## src/rtl/wshift_pkg.sv

```systemverilog
package wshift_pkg;
  typedef enum logic [1:0] {
    MODE_SHR     = 2'b00,
    MODE_SHL     = 2'b01,
    MODE_ROR     = 2'b10,
    MODE_ROR_ALT = 2'b11
  } wshift_mode_e;
endpackage

```

## src/rtl/wshift_fill.sv

```systemverilog
module wshift_fill
  import wshift_pkg::*;
#(
  parameter int N  = 16,
  parameter int SW = $clog2(N)
) (
  input  logic [N-1:0]  data_i,
  input  logic [SW-1:0] amt_i,
  input  logic [1:0]    mode_i,
  output logic [N-1:0]  upper_o,
  output logic [N-1:0]  lower_o,
  output logic [SW-1:0] col_o
);
  // Left shift reads the window at column N-amt, taken modulo N.
  // Amount zero folds onto column 0, so the upper half then carries the data.
  logic amt_zero;
  assign amt_zero = (amt_i == '0);

  always_comb begin
    upper_o = '0;
    lower_o = '0;
    col_o   = amt_i;
    case (wshift_mode_e'(mode_i))
      MODE_SHR: begin
        upper_o = data_i;
        lower_o = '0;
        col_o   = amt_i;
      end
      MODE_SHL: begin
        upper_o = amt_zero ? data_i : '0;
        lower_o = data_i;
        col_o   = SW'(0) - amt_i;
      end
      default: begin
        upper_o = data_i;
        lower_o = data_i;
        col_o   = amt_i;
      end
    endcase
  end
endmodule

```

## src/rtl/wshift_decode.sv

```systemverilog
module wshift_decode #(
  parameter int N  = 16,
  parameter int SW = $clog2(N)
) (
  input  logic [SW-1:0] col_i,
  output logic [N-1:0]  sel_o
);
  for (genvar k = 0; k < N; k++) begin : g_col
    assign sel_o[k] = (col_i == SW'(k));
  end
endmodule

```

## src/rtl/wshift_window.sv

```systemverilog
module wshift_window #(
  parameter int N = 16,
  localparam int ROW = 2 * N
) (
  input  logic [ROW-1:0] row_i,
  input  logic [N-1:0]   sel_i,
  output logic [N-1:0]   win_o
);
  logic [N-1:0] col_val [N];

  for (genvar k = 0; k < N; k++) begin : g_tap
    assign col_val[k] = sel_i[k] ? row_i[k +: N] : '0;
  end

  always_comb begin
    win_o = '0;
    for (int k = 0; k < N; k++) begin
      win_o = win_o | col_val[k];
    end
  end
endmodule

```

## src/rtl/window_shifter.sv

```systemverilog
module window_shifter #(
  parameter int N = 16,
  localparam int SW = $clog2(N)
) (
  input  logic [N-1:0]  data_i,
  input  logic [SW-1:0] amt_i,
  input  logic [1:0]    mode_i,
  output logic [N-1:0]  data_o
);
  logic [N-1:0]   upper_half;
  logic [N-1:0]   lower_half;
  logic [SW-1:0]  win_col;
  logic [N-1:0]   win_sel;
  logic [2*N-1:0] cell_row;

  wshift_fill #(.N(N), .SW(SW)) u_fill (
    .data_i (data_i),
    .amt_i  (amt_i),
    .mode_i (mode_i),
    .upper_o(upper_half),
    .lower_o(lower_half),
    .col_o  (win_col)
  );

  wshift_decode #(.N(N), .SW(SW)) u_dec (
    .col_i(win_col),
    .sel_o(win_sel)
  );

  // Row positions 0..N-1 hold the upper half and N..2N-1 hold the lower half.
  assign cell_row = {lower_half, upper_half};

  wshift_window #(.N(N)) u_win (
    .row_i(cell_row),
    .sel_i(win_sel),
    .win_o(data_o)
  );
endmodule

```

## config.mk

```make
export PLATFORM = sky130hd
export DESIGN_NAME = window_shifter
export DESIGN_NICKNAME = d
export VERILOG_FILES = /design/src/rtl/wshift_pkg.sv /design/src/rtl/wshift_fill.sv /design/src/rtl/wshift_decode.sv /design/src/rtl/wshift_window.sv /design/src/rtl/window_shifter.sv
export SDC_FILE = /design/constraint.sdc
export NUM_CORES = 1
export LEC_CHECK = 0
export BUFFER_PORTS_ARGS = -buffer_cell sky130_fd_sc_hd__buf_4
export CAP_MARGIN = 10
export CORE_ASPECT_RATIO = 0.8
export CORE_MARGIN = 3
export CORE_UTILIZATION = 30
export DETAILED_ROUTE_END_ITERATION = 10
export PLACE_DENSITY_LB_ADDON = 0.1
export SLEW_MARGIN = 20
export SYNTH_ARGS = -nofsm -noshare
export SYNTH_HDL_FRONTEND = slang
export SYNTH_SLANG_ARGS = --single-unit
```

## constraint.sdc

```tcl
create_clock -name vclk -period 2.5
set_input_delay 0.25 -clock vclk [all_inputs]
set_output_delay 0.25 -clock vclk [all_outputs]
set_load 0.02 [all_outputs]
```

==> qor.yml <==
status:
  status: "finished, violations left"
  failed_checks: "setup timing"
sta:
  setup_viol: 4
  period_needed_ps: 2550
  finalSetupTns_ps: -121
  tightestPinTransition_ps: 628
  hold_viol_final: 0
  maxSlewHeadroom: 0.577
  fmax_mhz: 393
  setup_ws_ps: -46.8
  slew_violations: 0
  finalCritPeriodShare: 1.02
  rsz0062_at_grt: "yes"
pwr:
  pwr-share-clk: 0
  power.switching_w: 0.000609
  cellInternalPower_w: 0.000470
  p_seq_frac: 0
  power_frac_comb: 1.000
  ir_drop_uv: 122
  power.density_mw_per_mm2: 273
  leakagePower_nw: 1.57
  switching_share: 0.565
synthesis:
  synth_common_cells: "43 x nand2_1, 37 x a21oi_1, 31 x nand3_1, 30 x clkbuf_1, 30 x o21ai_0"
  synth_cell_type_count: 66
  yosysTopAreaCellShare: 0.0795
  synth.most_common_cell: "nand2_1"
  syn_nets: 403
  netlist_top_cells_area: "a21oi_1 8.0%, nand2_1 6.9%, nand3_1 6.7%, o21ai_0 6.4%, clkbuf_1 4.8%"
  synth_top_cell_by_area: "a21oi_1"
  seq_area_frac_synth: 0
  postSynthAreaPerCell_sq_um: 6.14
  yosysWarnings: 0
  synthCells: 379
  synth_area_sq_mm: 0.00233
worst_setup_path:
  cp_data_arrival_time_ps: 2300
  crit_path_end_kind: "output pin"
  cp_slowest_cell: "a211oi_2"
  crit_family: "compound AO/OA/AOI/OAI gates"
  crit_chain: "buf_8 > inv_4 > ha_4 > and3b_2 > a211oi_4 > buf_6 > a22oi_2 > a211oi_2 > nor4_4 > o221ai_2 > buf_4"
  cp_max_fo: 5
  worstSetupPathType: "primary input to output pin"
  crit_buf_inv: 4
  cp_slowest_stage_delay_ps: 340
  worstPathRequired_ps: 2250
  startpoint_type: "primary input"
floorplan:
  start_util: 0.312
  rows: 28
  ios: 38
  fp.dieH_um: 84.8
  dieArea_sq_mm: 0.00886
  die_w_um: 105
  coreArea_sq_mm: 0.00746
place:
  dp_hpwl_mm: 10.7
  gp_congestion: 1.07
  portBuffers: 38
cells_and_area:
  fillers: 722
  layout.nets: 518
  syn2layout_area_growth_pct: 69.8
  clock_buffers: 0
  regArea_sq_um: 0
  final_core_utilization: 0.530
  nFlopsAndLatches: 0
  drive_gt1_frac: 0.470
  n_antenna_cell: 0
drt:
  drcViolationCount: 0
  final_antenna_net_count: 0
  firstDrtPassIters: 6
  drtIter0Drc: 740
  drt_wl_total_mm: 14.8
  vias_per_cell: 6.83
  num_vias: 4076
  wl_per_cell_um: 24.8
hold_path:
  min_from: "data_i[5]"
  worst_hold_path.num_cells: 4
  hp-class: "primary input to output pin"
  holdPathEnd: "data_o[1]"
global_route:
  antenna_found_initial: 0
  grt_pass1_vias: 3864
  grt_usage: 0.311
  overflow: 0
  grt_max_degree: 19
  grt_pass1_wl_mm: 22.1
job:
  cap_violations: 0
clock_network:
  hold_buffers: 0
-- per-stage QoR --
step / setup WS [ps] / hold slack (ps) / total power (W) / instance area (sq um) / std cells
floorplan: -14.2 / 808 / 0.000469 / 2340 / 379
global placement: -302 / 1010 / 0.000912 / 3400 / 585
detailed placement: -227 / 1010 / 0.000900 / 3400 / 585
CTS: -47.2 / 1010 / 0.000969 / 3670 / 591
global route: -107 / 1020 / 0.00112 / 3950 / 597
finish: -46.8 / 1040 / 0.00108 / 3950 / 597
-- what timing repair did --
| action | 4_1_cts | 5_1_grt |
|---|---|---|
| resized for setup | 53 | 57 |
| pin swaps | 13 | 33 |
| cloned | 1 | 0 |
| setup buffers | 6 | 9 |
| endpoints found under the setup margin | 14 | 16 |
-- logic make-up (layout without fill, tap and decap cells) --
kind of cell | Yosys count | in the layout | synth area share
buffers and inverters | 50 | 163 | 0.0913
adders and majority gates | 2 | 2 | 0.0107
xor gates and xnor gates | 2 | 2 | 0.0107
AOI/OAI and AO/OA | 173 | 173 | 0.510
and+or+nand+nor | 140 | 140 | 0.320
muxes | 12 | 12 | 0.0570
-- routing by layer --
layer	global-route usage	vias to the layer above	wire, um
li1	-	1727	-
met1	0.427	1836	5880
met2	0.467	416	5990
met3	0.0761	97	2140
met4	0.126	0	810
met5	0	-	0
-- final cells by class --
type | instances | area [sq um] | share of cell area
Timing Repair Buffer | 158 | 1320 | 0.334
Multi-Input combinational cell | 329 | 2480 | 0.627
Inverter | 5 | 23.8 | 0.00601
Tap cell | 105 | 131 | 0.0332
-- power by group through the flow --
stage          Sequential (W)  Combinational [W]  Clock [W]
6_report                    0            0.00108          0
5_1_grt                     0            0.00112          0
4_1_cts                     0           0.000969          0
3_5_place_dp                0           0.000900          0
3_3_place_gp                0           0.000912          0
2_1_floorplan               0           0.000469          0
-- tightest hold or removal path, cell delays in order --
cell and delay (ps):
buf_4 170, nand3_1 80, nand4_1 120, buf_4 150
-- cells in the final DEF, fill, tap and decap left out, drive strengths merged, types with 6 or more instances in the layout --
cell	instances
a221oi	6
nand2	43
a21oi	38
o221ai	7
a31oi	6
a21boi	6
mux2	7
nand4	15
o211ai	10
a22oi	14
a32oi	8
o22ai	8
a211oi	6
buf	158
o21ai	32
nor2	18
and2	6
nand3	31
-- how the worst max path moves through the flow --
stage | from | endpoint | slack [ps] | cells past startpoint
after floorplan | amt_i[3] | data_o[2] | -10 | 8
after global placement | amt_i[0] | data_o[1] | -300 | 13
after detailed placement | mode_i[1] | data_o[15] | -230 | 12
after CTS | amt_i[1] | data_o[2] | -50 | 10
after global routing | amt_i[0] | data_o[2] | -110 | 12
final | amt_i[1] | data_o[15] | -50 | 11
Note: power is estimated with default switching activity, not from simulation.
